<file path="src/rtl/tbw_pkg.sv">
// Shared constants for the timer burst window: bus offsets and field layout.
// Assumes byte addressing with word-aligned registers.
package tbw_pkg;
    localparam int unsigned CFG_OFS   = 32'h48;  // configuration register
    localparam int unsigned BUF_OFS   = 32'h4C;  // transfer buffer register
    localparam int unsigned START_LSB = 0;       // start index field
    localparam int unsigned CNT_LSB   = 8;       // length code field
    localparam int unsigned FLD_W     = 5;       // width of both fields
endpackage

</file>
<file path="src/rtl/tbw_cfg.sv">
// Configuration register: holds the start index and the length code.
// Length codes above CNT_MAX are saturated to CNT_MAX. Reserved bits read
// as zero. Assumes DW >= CNT_LSB + FLD_W.
module tbw_cfg
    import tbw_pkg::*;
#(
    parameter int DW      = 16,
    parameter int CNT_MAX = 17
) (
    input  logic             clk,
    input  logic             rst_n,
    input  logic             wr_en,
    input  logic [DW-1:0]    wdata,
    output logic [FLD_W-1:0] start_q,
    output logic [FLD_W-1:0] cnt_q,
    output logic [DW-1:0]    rd_word
);
    localparam logic [FLD_W-1:0] CNT_CAP = FLD_W'(CNT_MAX);

    logic [FLD_W-1:0] cnt_in;
    logic [FLD_W-1:0] cnt_sat;
    logic             unused_bits;

    assign cnt_in  = wdata[CNT_LSB +: FLD_W];
    assign unused_bits = ^wdata;

    // Clamp the incoming length code to the legal range.
    always_comb begin
        cnt_sat = (cnt_in > CNT_CAP) ? CNT_CAP : cnt_in;
    end

    // Capture the two fields on a configuration write.
    always_ff @(posedge clk) begin
        if (!rst_n) begin
            start_q <= '0;
            cnt_q   <= '0;
        end else if (wr_en) begin
            start_q <= wdata[START_LSB +: FLD_W];
            cnt_q   <= cnt_sat;
        end
    end

    // Assemble the read image with reserved bits forced low.
    always_comb begin
        rd_word = '0;
        rd_word[START_LSB +: FLD_W] = start_q;
        rd_word[CNT_LSB +: FLD_W]   = cnt_q;
    end


    cnt_cap_chk: assert property (@(posedge clk) disable iff (!rst_n)
        cnt_q <= CNT_CAP)
        else $error("length code above cap");
endmodule

</file>
<file path="src/rtl/tbw_seq.sv">
// Burst sequencer: tracks the current target index and the beat number
// within a burst. It rewinds to the start index after the last beat and
// pulses done one cycle later. A configuration write reloads both counters.
// Assumes cfg_wr and buf_acc are never high together.
module tbw_seq
    import tbw_pkg::*;
#(
    parameter int IW = 6
) (
    input  logic             clk,
    input  logic             rst_n,
    input  logic             cfg_wr,
    input  logic [FLD_W-1:0] new_start,
    input  logic [FLD_W-1:0] start_q,
    input  logic [FLD_W-1:0] cnt_q,
    input  logic             buf_acc,
    output logic [IW-1:0]    idx_q,
    output logic             done_q
);
    logic [FLD_W-1:0] beat_q;
    logic             last_beat;

    assign last_beat = (beat_q == cnt_q);

    // Advance, rewind or reload the index and beat counter.
    always_ff @(posedge clk) begin
        if (!rst_n) begin
            idx_q  <= '0;
            beat_q <= '0;
        end else if (cfg_wr) begin
            idx_q  <= IW'(new_start);
            beat_q <= '0;
        end else if (buf_acc) begin
            if (last_beat) begin
                idx_q  <= IW'(start_q);
                beat_q <= '0;
            end else begin
                idx_q  <= idx_q + 1'b1;
                beat_q <= beat_q + 1'b1;
            end
        end
    end

    // Register the completion pulse.
    always_ff @(posedge clk) begin
        if (!rst_n) done_q <= 1'b0;
        else        done_q <= buf_acc && !cfg_wr && last_beat;
    end


    beat_in_range_chk: assert property (@(posedge clk) disable iff (!rst_n)
        beat_q <= cnt_q)
        else $error("beat past length code");


    idx_step_chk: assert property (@(posedge clk) disable iff (!rst_n)
        (buf_acc && !cfg_wr && !last_beat) |=> (idx_q == $past(idx_q) + 1'b1))
        else $error("index did not step");


    done_rewind_chk: assert property (@(posedge clk) disable iff (!rst_n)
        done_q |-> (idx_q == IW'(start_q) && beat_q == '0))
        else $error("done without rewind");


    cfg_reload_chk: assert property (@(posedge clk) disable iff (!rst_n)
        cfg_wr |=> (idx_q == IW'($past(new_start)) && beat_q == '0))
        else $error("config write did not reload");
endmodule

</file>
<file path="src/rtl/tbw_bank.sv">
// Bank of NREG registers of DW bits each, with one read port and one write
// port indexed by word. Indices at or above NREG read zero and drop writes.
module tbw_bank #(
    parameter int DW   = 16,
    parameter int NREG = 18,
    parameter int IW   = 6
) (
    input  logic          clk,
    input  logic          rst_n,
    input  logic          we,
    input  logic [IW-1:0] idx,
    input  logic [DW-1:0] wdata,
    output logic [DW-1:0] rdata
);
    localparam logic [IW-1:0] LIMIT = IW'(NREG);

    logic [DW-1:0] regs [NREG];

    genvar gi;
    generate
        for (gi = 0; gi < NREG; gi++) begin : g_reg
            // Each register loads when it is the addressed target.
            always_ff @(posedge clk) begin
                if (!rst_n)                          regs[gi] <= '0;
                else if (we && idx == IW'(gi))       regs[gi] <= wdata;
            end
        end
    endgenerate

    // Select the addressed register, or zero when out of range.
    always_comb begin
        rdata = '0;
        for (int i = 0; i < NREG; i++)
            if (idx == IW'(i)) rdata = regs[i];
    end


    oob_zero_chk: assert property (@(posedge clk) disable iff (!rst_n)
        (idx >= LIMIT) |-> (rdata == '0))
        else $error("out-of-range read not zero");
endmodule

</file>
<file path="src/rtl/tmr_burst_win.sv">
// Top of the timer burst window. It decodes the bus offset into a config
// access, a buffer access (redirected through the sequencer) or a direct
// bank access. Read data is combinational. Assumes word-aligned offsets.
module tmr_burst_win
    import tbw_pkg::*;
#(
    parameter int DW      = 16,
    parameter int AW      = 8,
    parameter int NREG    = 18,
    parameter int CNT_MAX = 17
) (
    input  logic          clk,
    input  logic          rst_n,
    input  logic          bus_sel,
    input  logic          bus_wr,
    input  logic [AW-1:0] bus_addr,
    input  logic [DW-1:0] bus_wdata,
    output logic [DW-1:0] bus_rdata,
    output logic          burst_done
);
    localparam int IW = $clog2((1 << FLD_W) + CNT_MAX + 1);
    localparam logic [AW-1:0] CFG_A = AW'(CFG_OFS);
    localparam logic [AW-1:0] BUF_A = AW'(BUF_OFS);
    localparam logic [AW-3:0] NREG_W = (AW-2)'(NREG);

    logic [AW-3:0]    word;
    logic             is_cfg, is_buf, is_dir;
    logic             cfg_wr, buf_acc, bank_we;
    logic [FLD_W-1:0] start_q, cnt_q;
    logic [DW-1:0]    cfg_word, bank_rd;
    logic [IW-1:0]    win_idx, bank_idx;
    logic             unused_lsb;

    assign word       = bus_addr[AW-1:2];
    assign unused_lsb = ^bus_addr[1:0];

    // Decode the access class from the byte offset.
    always_comb begin
        is_cfg = (bus_addr == CFG_A);
        is_buf = (bus_addr == BUF_A);
        is_dir = (word < NREG_W) && !is_cfg && !is_buf;
    end

    assign cfg_wr   = bus_sel && bus_wr && is_cfg;
    assign buf_acc  = bus_sel && is_buf;
    assign bank_we  = bus_sel && bus_wr && (is_buf || is_dir);
    assign bank_idx = is_buf ? win_idx : (is_dir ? IW'(word) : '1);

    tbw_cfg #(.DW(DW), .CNT_MAX(CNT_MAX)) u_cfg (
        .clk(clk), .rst_n(rst_n), .wr_en(cfg_wr), .wdata(bus_wdata),
        .start_q(start_q), .cnt_q(cnt_q), .rd_word(cfg_word));

    tbw_seq #(.IW(IW)) u_seq (
        .clk(clk), .rst_n(rst_n), .cfg_wr(cfg_wr),
        .new_start(bus_wdata[START_LSB +: FLD_W]),
        .start_q(start_q), .cnt_q(cnt_q), .buf_acc(buf_acc),
        .idx_q(win_idx), .done_q(burst_done));

    tbw_bank #(.DW(DW), .NREG(NREG), .IW(IW)) u_bank (
        .clk(clk), .rst_n(rst_n), .we(bank_we), .idx(bank_idx),
        .wdata(bus_wdata), .rdata(bank_rd));

    // Route the read data for the current access.
    always_comb begin
        if (is_cfg) bus_rdata = cfg_word;
        else        bus_rdata = bank_rd;
    end


    cfg_reserved_chk: assert property (@(posedge clk) disable iff (!rst_n)
        (bus_sel && is_cfg) |-> (bus_rdata[15:13] == 3'b0 && bus_rdata[7:5] == 3'b0))
        else $error("reserved config bits set");
endmodule

</file>
<file path="config.mk">
export PLATFORM = sky130hd
export DESIGN_NAME = tmr_burst_win
export DESIGN_NICKNAME = d
export VERILOG_FILES = /design/src/rtl/tbw_pkg.sv /design/src/rtl/tbw_cfg.sv /design/src/rtl/tbw_seq.sv /design/src/rtl/tbw_bank.sv /design/src/rtl/tmr_burst_win.sv
export SDC_FILE = /design/constraint.sdc
export NUM_CORES = 1
export LEC_CHECK = 0
export CAP_MARGIN = 20
export CORE_MARGIN = 5
export CORE_UTILIZATION = 35
export DETAILED_ROUTE_END_ITERATION = 16
export GPL_TIMING_DRIVEN = 0
export PLACE_DENSITY = 0.46
export SETUP_SLACK_MARGIN = 0.2
export SLEW_MARGIN = 20
export SYNTH_ARGS = -nofsm -noshare
export SYNTH_HDL_FRONTEND = slang
export SYNTH_SLANG_ARGS = --single-unit
</file>
<file path="constraint.sdc">
create_clock -name clk -period 7.9 [get_ports clk]
set_input_delay 0.79 -clock clk [delete_from_list [all_inputs] [get_ports clk]]
set_output_delay 0.79 -clock clk [all_outputs]
set_load 0.01 [all_outputs]
</file>
Word-level counts from Yosys, hierarchy flattened
Memory sizes are Yosys's and may differ from the RTL's.
Index checks and enable logic that the tools add are counted.

word-level totals
  register bits after elaboration = 22
  RAM bits = 288
  output and inout port bits = 17
  word-level logic and storage cells = 182
  memories kept = 1

memories
  name         depth  bits a word  read ports  clocked after memory_dff  wr ports  RTL line        RTL
  u_bank.regs  18     16           18          0                         18        tbw_bank.sv:17  logic [DW-1:0] regs [NREG];

cells by class
  $add $sub $neg = 2
  magnitude comparators = 2
  equal/unequal tests = 20
  multiplexer cells = 99
  bitwise logic cells = 19
  reduce and logical (&&, ||, !) cells = 33

operator list
  cell                                                                          count
  16-bit two-way mux                                                            37
  1-bit two-way mux                                                             55
  6-bit by 4-bit == test with 1-bit output, second input constant               8
  1-bit logical AND                                                             26
  6-bit by 3-bit == test with 1-bit output, second input constant               4
  5-bit two-way mux                                                             4
  6-bit two-way mux                                                             3
  1-bit OR                                                                      18
  8-bit by 7-bit == test with 1-bit output, second input constant               2
  6-bit by 2-bit == test with 1-bit output, second input constant               2
  6-bit by 5-bit == test with 1-bit output, second input constant               2
  6-bit by 1-bit adder with 6-bit output, second input constant                 1
  6-bit by 1-bit == test with 1-bit output, second input constant               1
  6-bit zero test                                                               1
  6-bit by 5-bit less-than comparator with 1-bit output, second input constant  1
  5-bit by 1-bit adder with 5-bit output, second input constant                 1
  5-bit == test                                                                 1
  5-bit greater-than comparator, second input constant                          1
  1-bit zero test                                                               3
  2-bit nonzero test                                                            1
  2-bit OR reduction                                                            1
  1-bit logical OR                                                              1
  1-bit NOT                                                                     1

Depth between registers and ports, before layout
Gate-level depths: netlist (run 1).

  depth after elaboration = 26
  mapped depth = 13

By module
From an unflattened synthesis (run 1), not the netlist that was laid out.

unflattened totals
  cells, all modules = 1273
  area total of the unflattened synthesis = 15120.8 um2

by module, submodules not included
  module         times used  cells each  area each (um2)  sequential area each (um2)
  tbw_bank       1           1092        13384.1          8648.3
  tbw_seq        1           91          792.0            240.2
  tbw_cfg        1           54          573.0            200.2
  tmr_burst_win  1           36          371.6            0.0

Least setup slack after synthesis (run 1)
OpenSTA, ideal clock, no wires.

  path kind = input to register
  from = input bus_addr[5]
  to = memory u_bank.regs[17][0] (netlist: u_bank.regs[8][16]) (enable)
  arrival = 3944 ps
  required time = 7489 ps
  path slack = 3544 ps
  cell stages on the path = 8
  cells stage by stage = buf_2 > or4b_4 > buf_6 > o32ai_4 > nand2_1 > or3_1 > clkbuf_1 > o21ai_0

RTL lines
  element             RTL line             RTL
  start: declaration  tmr_burst_win.sv:16  input logic [AW-1:0] bus_addr,
  end: declaration    tbw_bank.sv:17

Worst setup path in the final report (run 1)
  from = input bus_addr[7]
  to = output bus_rdata[10]

on the way
  cells in the longest elaborated chain, start to end = 26

ends and longest elaborated chain
  element                                                                                         RTL line             RTL
  branches (longest 25 deep; another with 6-bit by 5-bit less-than comparator with 1-bit output)  -
  16-bit two-way mux (*)                                                                          tmr_burst_win.sv:65  if (is_cfg) bus_rdata = cfg_word;
  end: declaration                                                                                tmr_burst_win.sv:18  output logic [DW-1:0] bus_rdata,

Mark *: on every way between the ends.

==> flow_metrics.py, run 1 <==
metrics = {
    "status": {
        "outcome": "completed",
    },
    "drt": {
        "first_pass_iters": 5,
        "routed_wl_um": 51400,
        "drt_iter0_drc": 1151,
        "drc": 0,
        "wl_per_cell_um": 26.9,
        "antenna_left": 0,
        "vias": 10600,
        "routed_via_density": 5.56,
    },
    "global_route": {
        "grt_overflow": 0,
        "grt_use_total": 0.217,
        "antenna_found_initial": 3,
        "grt_pass1_vias": 10700,
        "grt_max_degree": 17,
        "grt_pass1_wl_um": 74100,
    },
    "sta": {
        "rsz0062_at_grt": "false",
        "max_freq_mhz": 159,
        "finalMaxSlewViolations": 0,
        "hold_viol_final": 0,
        "fin_crit_sh": 0.797,
        "finalSetupViolCount": 0,
        "fin_crit_ns": 6.30,
        "worst_pin_slew_ns": 0.986,
        "fin_worst_skew_ns": 0.0108,
        "setup_tns_ns": 0,
        "relSlewSlack": 0.341,
    },
    "pwr": {
        "peakVddDrop_mv": 0.110,
        "power_w": 0.00376,
        "p_leak_nw": 6.15,
        "power_density_nw_per_um2": 217,
    },
    "synth": {
        "synth_area_leaders": "edfxtp_1 58%, and2_1 11%, dfxtp_1 3.0%",
        "yosysWarningCount": 0,
        "async_flop_share": 0,
        "ys_ff_latch": 310,
        "synth_nets": 1278,
        "syn_area_um2": 14800,
        "synth_edf_count": 288,
        "synthCells": 1248,
        "ys_seq_area_frac": 0.614,
        "ys_types": 77,
        "synth_top_area_frac": 0.584,
        "synth_area_per_cell_um2": 11.9,
        "synth_largest_area_cell": "edfxtp_1",
        "ys.flop_type": "edfxtp_1",
    },
    "clocking": {
        "cts_sinks": 310,
        "clk_pin_slew_ns": 0.05,
        "numCtsBuffers": 39,
        "htreeDepth": 2,
        "clk_latency_ns": 0.56,
        "hold_buffers": 0,
        "cts-resized-gates": 0,
        "root_buffer": "clkbuf_16",
        "clock_path_buffers": 3,
        "cts_tree": "done",
        "postCtsSetupBuffers": 0,
    },
    "setup_path": {
        "crit_fanout": 10,
        "r2r_cells": 9,
        "worst_r2r_endpoint": "u_bank.regs[0][24]",
        "crit_required_ns": 7.11,
        "crit_type": "in -> out",
        "worst_r2r_startpoint": "u_seq.idx_q[0]",
        "endpoint_kind": "primary output",
        "worst_ep_arrival_time_ns": 5.51,
        "reg2reg_setup_slack_ns": 3.91,
        "startpoint_type": "input pin",
    },
    "run": {
        "max_cap_viol_count": 0,
    },
    "die": {
        "die-width_um": 216,
        "die-area_um2": 46500,
        "dieHeight_um": 216,
        "start_util": 0.354,
        "io-pin-count": 45,
        "fp.coreArea_um2": 41900,
        "fp-row-count": 75,
    },
    "worst_hold_path": {
        "holdCritPathClass": "reg -> reg",
        "worstHoldStart": "u_cfg.start_q[0]",
        "hold_end": "u_cfg.start_q[0]",
        "holdPathStages": 2,
    },
    "final_layout": {
        "fin_cells": 1912,
        "area_delta_synth_final_pct": 17.1,
        "final_nets": 1374,
        "drive_above_1_share": 0.108,
    },
    "placed_design": {
        "placed_cells": 1842,
        "routabilityCongestion": 0.844,
        "hpwlAfterDp_um": 36800,
        "portBuffers": 41,
    },
}
[worst max-delay path, stage by stage]
cell and delay [ns]:
clkdlybuf4s50_1 0.48, clkbuf_1 0.31, nor4_1 0.10, and3_1 0.26
nor2_1 0.37, buf_4 0.34, clkbuf_1 0.73, clkbuf_1 0.71
o22ai_1 0.27, a222oi_1 0.40, nand3_1 0.20, clkdlybuf4s50_1 0.53
[how the worst max path moves through the flow]
stage	from	slack, ns	to
after floorplan	bus_addr[5]	3.54	u_bank.regs[8][16]
after global placement	bus_addr[2]	1.34	u_bank.regs[7][23]
after detailed placement	bus_addr[7]	1.61	bus_rdata[10]
after CTS	bus_addr[7]	1.58	bus_rdata[10]
after global routing	bus_addr[7]	1.33	bus_rdata[10]
final	bus_addr[7]	1.60	bus_rdata[10]
[through the flow]
step           worst slack (ns)  hold slack [ns]  utilization  area [um^2]
2_1_floorplan              3.54            0.454            -        14800
3_3_place_gp               1.34            0.482        0.380        15900
3_5_place_dp               1.61            0.502        0.386        16100
4_1_cts                    1.58            0.506        0.414        17300
5_1_grt                    1.33            0.544        0.414        17300
6_report                   1.60            0.499        0.414        17300
[cell type report]
| type | count | area (um^2) |
|---|---|---|
| multi-input cells | 850 | 5350 |
| flip-flops and latches | 310 | 9090 |
| well taps | 539 | 674 |
| repair buffers | 55 | 603 |
| diodes | 3 | 7.51 |
| clock inverters | 18 | 143 |
| clock buffers | 49 | 1030 |
| fillers | 4021 | 24500 |
| inverters | 3 | 11.3 |
| plain buffers | 85 | 417 |
[synthesized netlist by cell type (all sizes together), types with 9 or more instances]
master and number:
a21boi 14, a21oi 40, a221oi 14, a22o 9, a22oi 29, and2 267
and3 14, buf 31, clkbuf 54, dfxtp 22, edfxtp 288, mux2i 10
nand2 100, nand3 34, nor2 93, nor3 24, o21ai 51, o22ai 27
[routing by layer]
| metal | global-route usage | share of wire |
|---|---|---|
| met1 | 0.305 | 0.45 |
| met5 | 0.0146 | 0.0020 |
| met2 | 0.342 | 0.46 |
| met3 | 0.0359 | 0.064 |
| met4 | 0.0753 | 0.030 |
[flip-flops by register name, summed over array words and instances, names as in the netlist]
register       flops
u_bank.regs      288
u_seq.beat_q       5
u_cfg.start_q      5
u_seq.done_q       1
u_cfg.cnt_q        5
u_seq.idx_q        6
[placed cells by master, fill, tap and decap left out, drive strengths merged, types with 5 or more instances in the layout]
| cell | instances |
|---|---|
| a211oi | 7 |
| a21boi | 14 |
| a21oi | 40 |
| a221o | 5 |
| a221oi | 14 |
| a22o | 9 |
| a22oi | 29 |
| a32oi | 5 |
| and2 | 267 |
| and3 | 14 |
| buf | 45 |
| clkbuf | 103 |
| clkdlybuf4s50 | 41 |
| clkinv | 15 |
| dfxtp | 22 |
| edfxtp | 288 |
| mux2i | 10 |
| nand2 | 100 |
| nand3 | 34 |
| nand4 | 5 |
| nor2 | 93 |
| nor3 | 24 |
| nor4 | 6 |
| o211ai | 8 |
| o21a | 7 |
| o21ai | 51 |
| o221ai | 7 |
| o22ai | 27 |
| or2 | 6 |
| xnor2 | 6 |
| xor2 | 7 |
[power by group]
| group | total, W | internal, W | switching (W) |
|---|---|---|---|
| logic | 0.000217 | 0.0000633 | 0.000153 |
| registers | 0.00186 | 0.00184 | 0.0000155 |
| clock network | 0.00168 | 0.000988 | 0.000692 |
| total | 0.00376 | 0.00290 | 0.000861 |
[kinds of logic after synthesis]
kind of cell | Yosys count | synth area share
AOI/OAI and AO/OA | 261 | 0.127
adders and majority gates | 2 | 0.00169
DFF | 310 | 0.614
muxes | 13 | 0.00904
buffers and inverters | 88 | 0.0289
xor gates and xnor gates | 13 | 0.00769
and+or+nand+nor | 561 | 0.212
No activity file was read; power rests on OpenSTA's default activity.
==> run 2, diff against run 1 <==
--- a/config.mk
+++ b/config.mk
@@ -10,7 +10,7 @@
 export CORE_UTILIZATION = 35
 export DETAILED_ROUTE_END_ITERATION = 16
 export GPL_TIMING_DRIVEN = 0
-export PLACE_DENSITY = 0.46
+export PLACE_DENSITY = 0.48
 export SETUP_SLACK_MARGIN = 0.2
 export SLEW_MARGIN = 20
 export SYNTH_ARGS = -nofsm -noshare
==> constraint.sdc (replaced) <==
create_clock -name clk -period 5.12 [get_ports clk]
set_input_delay 0.512 -clock clk [delete_from_list [all_inputs] [get_ports clk]]
set_output_delay 0.512 -clock clk [all_outputs]
set_load 0.01 [all_outputs]
==> flow_metrics.py, run 2 (same netlist as run 1, synthesis figures left out) <==
metrics = {
    "status": {
        "outcome": "completed",
    },
    "setup_path": {
        "crit_type": "in -> out",
        "reg2reg_setup_slack_ns": 1.68,
        "crit_top_cell": "buf_6",
        "endpoint_kind": "primary output",
        "cp_top_family": "buffers and inverters",
        "path_cells": "clkdlybuf4s50_1 > or4b_4 > buf_6 > o32a_1 > buf_6 > nand2b_4 > buf_6 > nor3_2 > buf_6 > nor3_4 > buf_12 > buf_4 > nand2_1 > o21ai_1 > a21oi_2 > clkdlybuf4s50_1",
        "worst_r2r_endpoint": "u_bank.regs[2][5]",
        "crit_end": "bus_rdata[1]",
        "r2r_cells": 9,
        "cpMaxStageDelayCell": "clkdlybuf4s50_1",
        "critPathBufInv": 8,
        "worst_r2r_startpoint": "u_seq.idx_q[0]",
        "crit_fanout": 10,
        "startpoint_type": "input pin",
        "worst_ep_arrival_time_ns": 4.29,
        "critical_path_depth": 16,
        "startpoint": "bus_addr[2]",
        "crit_required_ns": 4.61,
        "max_stage_delay_ns": 0.56,
    },
    "drt": {
        "wl_per_cell_um": 26.3,
        "drt_iter0_drc": 1114,
        "routed_wl_um": 50800,
        "drc": 0,
        "first_pass_iters": 6,
        "antenna_left": 0,
        "vias": 10700,
        "routed_via_density": 5.55,
    },
    "placed_design": {
        "pre_cts_slack_ns": -0.577,
        "portBuffers": 41,
        "place_area_um2": 16100,
        "routabilityCongestion": 0.883,
        "hpwlAfterDp_um": 36100,
    },
    "sta": {
        "fin_worst_skew_ns": 0.0119,
        "finalMaxSlewViolations": 0,
        "rsz0062_at_grt": "false",
        "max_freq_mhz": 208,
        "timing.hold.ws_ns": 0.494,
        "hold_viol_final": 0,
        "fin_crit_sh": 0.939,
        "relSlewSlack": 0.364,
        "fin_crit_ns": 4.81,
        "setup_slack_ns": 0.314,
        "worst_pin_slew_ns": 0.952,
        "finalSetupViolCount": 0,
    },
    "clocking": {
        "cts_tree": "done",
        "clk_pin_slew_ns": 0.06,
        "clock_path_buffers": 3,
        "root_buffer": "clkbuf_16",
        "htreeDepth": 2,
        "cts_sinks": 310,
        "clk_latency_ns": 0.54,
        "numCtsBuffers": 37,
        "hold_buffers": 0,
    },
    "worst_hold_path": {
        "holdCritPathClass": "reg -> reg",
    },
    "global_route": {
        "grt_max_degree": 17,
        "grt_pass1_wl_um": 73600,
        "grt_overflow": 0,
        "grt_use_total": 0.214,
        "grt_pass1_vias": 10900,
        "antenna_found_initial": 1,
    },
    "pwr": {
        "power_w": 0.00566,
        "peakVddDrop_mv": 0.146,
        "p_leak_nw": 6.44,
        "power_density_nw_per_um2": 318,
    },
    "die": {
        "dieHeight_um": 216,
        "die-area_um2": 46500,
        "io-pin-count": 45,
        "fp-row-count": 75,
        "fp.coreArea_um2": 41900,
        "die-width_um": 216,
        "start_util": 0.354,
    },
    "final_layout": {
        "layout_common_cells": "288 x edfxtp_1, 267 x and2_1, 99 x nand2_1",
        "final_nets": 1397,
        "final_common_cell": "edfxtp_1",
        "antenna_cells": 0,
        "top_regs": "u_bank.regs x288, u_seq.idx_q x6",
        "drive_above_1_share": 0.149,
        "multi_input_area_um2": 5590,
        "final_cell_area_um2": 17800,
        "final_util": 0.426,
        "seq_area_um2": 9090,
        "largest_reg_flops": 288,
        "fillers": 3958,
        "regMostFlops": "u_bank.regs",
        "area_delta_synth_final_pct": 20.3,
    },
    "run": {
        "max_cap_viol_count": 0,
    },
}
-- run 2: per-stage QoR --
stage | TNS, ns | instances
after floorplan | 0 | 1248
after global placement | -184.35 | 1828
after detailed placement | -6.13 | 1842
after CTS | 0 | 1922
after global routing | 0 | 1933
final | 0 | 1933
-- run 2: worst reg2reg max path, cell delays in order (launching register included) --
cell and delay, ns:
dfxtp_1 0.38, nor4_1 0.36, nand3_1 0.22, nand2_1 0.22, buf_6 0.25, buf_4 0.34, nand3_1 0.25, nor2_1 0.47
clkbuf_1 0.58, and2_1 0.22
-- run 2: area by class of cell --
cell class / count / area share
flip-flops and latches: 310 / 0.510
well taps: 539 / 0.0379
clock inverters: 18 / 0.00457
multi-input cells: 850 / 0.314
plain buffers: 85 / 0.0264
inverters: 3 / 0.000632
clock buffers: 48 / 0.0567
repair buffers: 80 / 0.0497
-- run 2: how the worst min path moves through the flow --
stage	slack [ns]	cells after the start	end	from
final	0.49	2	u_cfg.start_q[1]	u_cfg.start_q[1]
after global routing	0.54	2	u_cfg.start_q[0]	u_cfg.start_q[0]
after CTS	0.49	2	u_cfg.start_q[1]	u_cfg.start_q[1]
after detailed placement	0.48	2	u_cfg.start_q[1]	u_cfg.start_q[1]
after global placement	0.48	2	u_cfg.start_q[1]	u_cfg.start_q[1]
after floorplan	0.45	2	u_cfg.start_q[3]	u_cfg.start_q[3]
-- run 2: repair_timing --
action                                  in CTS  in global routing
endpoints found under the setup margin      16                 16
pin swaps                                    7                 13
gates resized for setup                     35                 44
buffers inserted                            14                 11
-- run 2: per-layer routing --
layer	global-route usage	up-vias	wire, um
li1	-	4862	-
met1	0.297	5391	22600
met2	0.341	387	23300
met3	0.0430	84	3450
met4	0.0670	0	1490
met5	0	-	0
-- run 2: power breakdown --
group	total [W]	internal [W]	switching, W
registers	0.00287	0.00284	0.0000253
clock network	0.00243	0.00139	0.00105
logic	0.000353	0.000109	0.000243
total	0.00566	0.00434	0.00132
